`config.mk`:
```
export PLATFORM = sky130hd
export DESIGN_NAME = page_sel
export DESIGN_NICKNAME = d
export VERILOG_FILES = /design/src/rtl/page_sel_pkg.sv /design/src/rtl/page_sel_ctrl.sv /design/src/rtl/page_sel_dp.sv /design/src/rtl/page_sel.sv
export SDC_FILE = /design/constraint.sdc
export NUM_CORES = 1
export LEC_CHECK = 0
export CORE_UTILIZATION = 50
export DETAILED_ROUTE_END_ITERATION = 8
export DONT_BUFFER_PORTS = 1
export GPL_ROUTABILITY_DRIVEN = 0
export GPL_TIMING_DRIVEN = 0
export PLACE_DENSITY_LB_ADDON = 0.25
export SETUP_SLACK_MARGIN = 0.02
export SYNTH_ARGS = -nofsm -noshare
export SYNTH_HDL_FRONTEND = slang
export SYNTH_SLANG_ARGS = --single-unit
```
`constraint.sdc`:
```
create_clock -name clk -period 2.22 [get_ports clk]
set_clock_uncertainty 0.15 [all_clocks]
set_input_delay 0.555 -clock clk [delete_from_list [all_inputs] [get_ports clk]]
set_output_delay 0.555 -clock clk [all_outputs]
set_load 0.01 [all_outputs]
```
`src/rtl/page_sel_pkg.sv`:
```
package page_sel_pkg;
  localparam int PAGE_W = 4;

  localparam logic [PAGE_W-1:0] PG_INIT    = 4'd0;
  localparam logic [PAGE_W-1:0] PG_BOOT    = 4'd1;
  localparam logic [PAGE_W-1:0] PG_APU     = 4'd2;
  localparam logic [PAGE_W-1:0] PG_ENG     = 4'd3;
  localparam logic [PAGE_W-1:0] FAULT_BASE = 4'd4;
  localparam logic [PAGE_W-1:0] PHASE_BASE = 4'd8;

  typedef enum logic [2:0] {
    ST_INIT, ST_BOOT, ST_APU, ST_ENG, ST_NORMAL, ST_PRIO
  } selState_t;

  typedef enum logic [2:0] {
    SRC_HOLD, SRC_INIT, SRC_BOOT, SRC_APU, SRC_ENG, SRC_PHASE, SRC_ARB
  } pageSrc_t;

  // strobes from control to datapath
  typedef struct packed {
    pageSrc_t pageSrc;
    logic     timerClr;
  } ctrlStrb_t;
endpackage

```
`src/rtl/page_sel_ctrl.sv`:
```
module page_sel_ctrl
  import page_sel_pkg::*;
(
  input  logic      clk,
  input  logic      rst_n,
  input  logic      initDone,
  input  logic      bootDone,
  input  logic      engStart,
  input  logic      phaseNz,
  input  logic      selValid,
  input  logic      anyFault,
  input  logic      holdDone,
  input  logic      recheckDue,
  output selState_t curState,
  output ctrlStrb_t strb
);
  selState_t nxtState;
  logic      wantPrio;

  assign wantPrio = selValid | anyFault;

  always_comb begin
    nxtState      = curState;
    strb.pageSrc  = SRC_HOLD;
    strb.timerClr = 1'b0;
    case (curState)
      ST_INIT: if (initDone) begin
        nxtState     = ST_BOOT;
        strb.pageSrc = SRC_BOOT;
      end
      ST_BOOT: if (bootDone) begin
        nxtState     = ST_APU;
        strb.pageSrc = SRC_APU;
      end
      ST_APU: begin
        if (phaseNz) begin
          nxtState     = ST_NORMAL;
          strb.pageSrc = SRC_PHASE;
        end else if (engStart) begin
          nxtState     = ST_ENG;
          strb.pageSrc = SRC_ENG;
        end
      end
      ST_ENG: if (phaseNz) begin
        nxtState     = ST_NORMAL;
        strb.pageSrc = SRC_PHASE;
      end
      ST_NORMAL: begin
        if (wantPrio) begin
          nxtState      = ST_PRIO;
          strb.pageSrc  = SRC_ARB;
          strb.timerClr = 1'b1;
        end else begin
          strb.pageSrc = SRC_PHASE;
        end
      end
      ST_PRIO: begin
        if (holdDone && !wantPrio) begin
          nxtState     = ST_NORMAL;
          strb.pageSrc = SRC_PHASE;
        end else if (recheckDue && wantPrio) begin
          strb.pageSrc = SRC_ARB;
        end
      end
      default: nxtState = ST_INIT;
    endcase
  end

  always_ff @(posedge clk or negedge rst_n) begin
    if (!rst_n) curState <= ST_INIT;
    else        curState <= nxtState;
  end
endmodule

```
`src/rtl/page_sel_dp.sv`:
```
module page_sel_dp
  import page_sel_pkg::*;
#(
  parameter int NUM_FAULTS    = 4,
  parameter int PHASE_W       = 3,
  parameter int HOLD_TICKS    = 1,
  parameter int RECHECK_TICKS = 5
) (
  input  logic                  clk,
  input  logic                  rst_n,
  input  logic                  tick,
  input  logic                  inPrio,
  input  ctrlStrb_t             strb,
  input  logic [PHASE_W-1:0]    phase,
  input  logic [NUM_FAULTS-1:0] faults,
  input  logic                  selStrobe,
  input  logic [PAGE_W-1:0]     selPage,
  input  logic                  selClear,
  output logic                  selValid,
  output logic [PAGE_W-1:0]     selCode,
  output logic                  anyFault,
  output logic                  holdDone,
  output logic                  recheckDue,
  output logic [PAGE_W-1:0]     pageId
);
  localparam int IDX_W  = (NUM_FAULTS > 1) ? $clog2(NUM_FAULTS) : 1;
  localparam int HOLD_W = $clog2(HOLD_TICKS + 1);
  localparam int RCK_W  = $clog2(RECHECK_TICKS + 1);

  logic [IDX_W-1:0]  faultIdx;
  logic [PAGE_W-1:0] arbPage;
  logic [HOLD_W-1:0] holdCnt;
  logic [RCK_W-1:0]  recheckCnt;
  logic [PAGE_W-1:0] pageQ;

  // pilot selection latch, strobe beats clear
  always_ff @(posedge clk or negedge rst_n) begin
    if (!rst_n) begin
      selValid <= 1'b0;
      selCode  <= '0;
    end else if (selStrobe) begin
      selValid <= 1'b1;
      selCode  <= selPage;
    end else if (selClear) begin
      selValid <= 1'b0;
    end
  end

  // fixed-order fault encoder, lowest bit first
  assign anyFault = |faults;
  generate
    if (NUM_FAULTS == 1) begin : g_oneFault
      assign faultIdx = '0;
    end else begin : g_prioEnc
      always_comb begin
        faultIdx = '0;
        for (int i = NUM_FAULTS - 1; i >= 0; i--) begin
          if (faults[i]) faultIdx = IDX_W'(i);
        end
      end
    end
  endgenerate

  assign arbPage = selValid ? selCode : (FAULT_BASE + PAGE_W'(faultIdx));

  // dwell counters in tick units
  assign holdDone   = (holdCnt == HOLD_W'(HOLD_TICKS));
  assign recheckDue = inPrio && tick && (recheckCnt == RCK_W'(RECHECK_TICKS - 1));

  always_ff @(posedge clk or negedge rst_n) begin
    if (!rst_n) begin
      holdCnt    <= '0;
      recheckCnt <= '0;
    end else if (strb.timerClr) begin
      holdCnt    <= '0;
      recheckCnt <= '0;
    end else if (inPrio && tick) begin
      if (!holdDone) holdCnt <= holdCnt + 1'b1;
      recheckCnt <= recheckDue ? '0 : recheckCnt + 1'b1;
    end
  end

  always_ff @(posedge clk or negedge rst_n) begin
    if (!rst_n) pageQ <= PG_INIT;
    else begin
      case (strb.pageSrc)
        SRC_INIT:  pageQ <= PG_INIT;
        SRC_BOOT:  pageQ <= PG_BOOT;
        SRC_APU:   pageQ <= PG_APU;
        SRC_ENG:   pageQ <= PG_ENG;
        SRC_PHASE: pageQ <= PHASE_BASE + PAGE_W'(phase);
        SRC_ARB:   pageQ <= arbPage;
        default:   pageQ <= pageQ;
      endcase
    end
  end

  assign pageId = pageQ;
endmodule

```
`src/rtl/page_sel.sv`:
```
module page_sel
  import page_sel_pkg::*;
#(
  parameter int NUM_FAULTS    = 4,
  parameter int PHASE_W       = 3,
  parameter int HOLD_TICKS    = 1,
  parameter int RECHECK_TICKS = 5
) (
  input  logic                  clk,
  input  logic                  rst_n,
  input  logic                  tick,
  input  logic                  initDone,
  input  logic                  bootDone,
  input  logic                  engStart,
  input  logic [PHASE_W-1:0]    phase,
  input  logic [NUM_FAULTS-1:0] faults,
  input  logic                  selStrobe,
  input  logic [3:0]            selPage,
  input  logic                  selClear,
  output logic [3:0]            pageId
);
  selState_t         curState;
  ctrlStrb_t         strb;
  logic              selValid;
  logic [PAGE_W-1:0] selCode;
  logic              anyFault;
  logic              holdDone;
  logic              recheckDue;
  logic              phaseNz;

  assign phaseNz = |phase;

  page_sel_ctrl u_ctrl (
    .clk(clk), .rst_n(rst_n),
    .initDone(initDone), .bootDone(bootDone), .engStart(engStart),
    .phaseNz(phaseNz), .selValid(selValid), .anyFault(anyFault),
    .holdDone(holdDone), .recheckDue(recheckDue),
    .curState(curState), .strb(strb)
  );

  page_sel_dp #(
    .NUM_FAULTS(NUM_FAULTS), .PHASE_W(PHASE_W),
    .HOLD_TICKS(HOLD_TICKS), .RECHECK_TICKS(RECHECK_TICKS)
  ) u_dp (
    .clk(clk), .rst_n(rst_n), .tick(tick),
    .inPrio(curState == ST_PRIO), .strb(strb),
    .phase(phase), .faults(faults),
    .selStrobe(selStrobe), .selPage(selPage), .selClear(selClear),
    .selValid(selValid), .selCode(selCode), .anyFault(anyFault),
    .holdDone(holdDone), .recheckDue(recheckDue), .pageId(pageId)
  );
endmodule

```
==> reports/results.txt <==
EDFF count, synth: 0
Die X: 46.0 µm
Max Cap Viol: 0
I/O pin cnt: 23
HPWL after detailed placement: 1520 µm
asr flop ratio synth: 100%
syn_area_per_cell: 9.66 µm²
1st-pass router iterations: 4
cell count after synthesis: 100
area leader, netlist: dfrtp_1
CTS Buffer Depth: 2
Synth cell types: 36
top cells by count, synth: dfrtp_1, nand2_1, nand3_1, nor2_1
layout cell share with drive strength beyond 1: 13.5%
DRC Markers: 0
Power, Total: 0.810 mW
largest net degree at the start of global routing: 17
CTS HTree Levels: 1
Initial Util: 54.8%
critical path class: register to register
1st-iter DRT viols: 10
gr usage total: 20.9%
fin nets: 126
share of the synthesized area in the top cell type: 41.5%
setup ws final: 0.168 ns
Root Buffer: clkbuf_4
Reg2Reg Depth: 7
Clk pin slew, worst setup/hold paths: 0.10 ns
Finish-stage setup viols: 0
total die area: 2110 µm²
Worst path slowest cell: dfrtp_1
pwr/cell area: 773 nW/µm²
Area contributors post-synth: dfrtp_1, mux2_2, nand2_1
maximum vdd drop: 0.463 mV
clock latency at the later pin of the worst-skew pair: 0.29 ns
die height: 46.0 µm
Hold Path Class: primary input to register
RR Endpoint: u_dp.pageId[3]
routed vias/inst: 5.92
CP required: 2.25 ns
Seq cells post-synth: 16
Final Max Tran Viols: 0
clock sink count: 16
# Post-CTS Setup Buffers: 0
WL final: 1950 µm
leakage: 0.482 nW
Placed Cells: 125
worst r2r src: u_dp.recheckCnt[0]
normalized max-slew margin: 48.8%
sequential-to-total area share from yosys stat: 41.5%
met1 wire length: 919 µm
fillers: 170
setup_tns: 0 ns
CP peak stage delay: 0.40 ns
Period minus WS final: 2.05 ns
Setup WS pre-CTS: -0.112 ns
crit share post-route: 92.4%
area grow syn2layout: 8.55%
metal2 WL: 926 µm
row count: 15
Most used DFF post-synth: dfrtp_1
internal reg-to-reg setup slack: 0.17 ns
length of routed met3 wiring: 74 µm
Critical Path Fanout Max: 4
end of the worst hold path: u_dp.selValid
fin cells: 129
critical path arrival: 2.08 ns
critical path, cell by cell: inv_1 > ha_1 > nand3_1 > nor3_1 > a2111oi_4 > and2_4 > a221o_1
vias in the first global route: 713
WL per Instance: 15.1 µm
worst-margin pin slew: 0.766 ns
Yosys warnings: 0
I/O Buffers: 0
Ant. Diodes: 0
first-pass GRT wire length: 3020 µm
min-delay src: selClear
Bufs and invs on worst path: 1
outcome: finished clean
Hold Vio Cnt, Final: 0
count leader, synth: dfrtp_1
total number of vias: 764
fmax: 0.487 GHz
CP endpoint kind: register
Routed Antenna Nets: 0
Post-Syn Nets: 121
initial antenna violation count: 0
gate family responsible for the most delay along the worst path: simple AND/OR/NAND/NOR gates
DR top layer: met4
RSZ-0062 raised after global routing: no
CP startpoint kind: register
hold path cells: 1
CTS tree: built
total gr overflow: 0
CTS Buf Count: 3
total core area: 1760 µm²
Synth Cell Area: 966 µm²
flip-flops by register name, indices dropped and copies added (netlist names):
register,cells
u_ctrl.curState,3
u_dp.holdDone,1
u_dp.pageId,4
u_dp.recheckCnt,3
u_dp.selCode,4
u_dp.selValid,1
area by class of cell:
cell class                      count  area, µm²  share of cell area, %
Buffer                              1       3.75                  0.358
Clock buffer                        4       36.3                   3.46
Inverter                            5       18.8                   1.79
Multi-Input combinational cell     77        548                   52.3
Sequential cell                    16        400                   38.2
Tap cell                           25       31.3                   2.98
Timing Repair Buffer                1       10.0                  0.955
metrics by stage:
stage / utilization, % / hold WS [ns] / instance area (µm²)
floorplan: - / 0.109 / 975
global placement: 57.0 / 0.110 / 1010
detailed placement: 57.0 / 0.110 / 1010
CTS: 59.6 / 0.195 / 1050
global route: 59.4 / 0.187 / 1050
finish: 59.4 / 0.197 / 1050
routing by layer:
metal  up-vias  GRT usage (%)
met5         -              0
met4         0           8.82
met3         4           3.97
met2        17           33.5
met1       367           27.4
li1        376              -
power breakdown:
part / total (mW) / switching [mW] / internal [mW]
registers: 0.425 / 0.0654 / 0.360
logic: 0.192 / 0.0887 / 0.103
clock network: 0.193 / 0.0935 / 0.0998
layout by cell type (no fill, tap or decap), drive strengths merged, types with 2 or more instances in the layout:
master   Yosys  layout
a2111oi      2       2
ha           2       2
inv          5       5
and2         2       2
and3         2       2
o211ai       3       3
nor2         7       7
o21ai        4       4
dfrtp       16      16
mux2         5       5
nand2       11      11
nor3         4       4
mux2i        2       2
a21oi        5       5
nand3        7       7
a21o         2       2
clkbuf       2       5
nand2b       5       5
nor2b        3       3
logic make-up (layout without fill, tap and decap cells):
kind of cell | after synthesis | after routing | share of synthesized area, %
AOI/OAI and AO/OA | 25 | 25 | 21.2
muxes | 7 | 7 | 7.90
and+or+nand+nor | 43 | 43 | 24.1
adders and majority gates | 2 | 2 | 2.59
buffers and inverters | 7 | 11 | 2.72
DFF | 16 | 16 | 41.5
how the worst max path moves through the flow:
stage / startpoint / end / slack, ns / cells past startpoint
2_1_floorplan: faults[0] / u_dp.pageId[1] / 0.03 / 5
6_report: u_dp.recheckCnt[0] / u_dp.pageId[3] / 0.17 / 7
5_1_grt: u_dp.recheckCnt[0] / u_dp.pageId[3] / 0.06 / 7
4_1_cts: u_ctrl.curState[0] / u_dp.pageId[3] / 0.13 / 6
3_5_place_dp: faults[0] / u_dp.pageId[1] / -0.11 / 5
3_3_place_gp: faults[0] / u_dp.pageId[1] / -0.04 / 5
timing repair:
action                                  4_1_cts  5_1_grt
hold endpoints to repair                     16        0
hold buffers                                  1        0
resized for setup                             0        0
endpoints found under the setup margin        0        1
No activity file was read; power rests on OpenSTA's default activity.
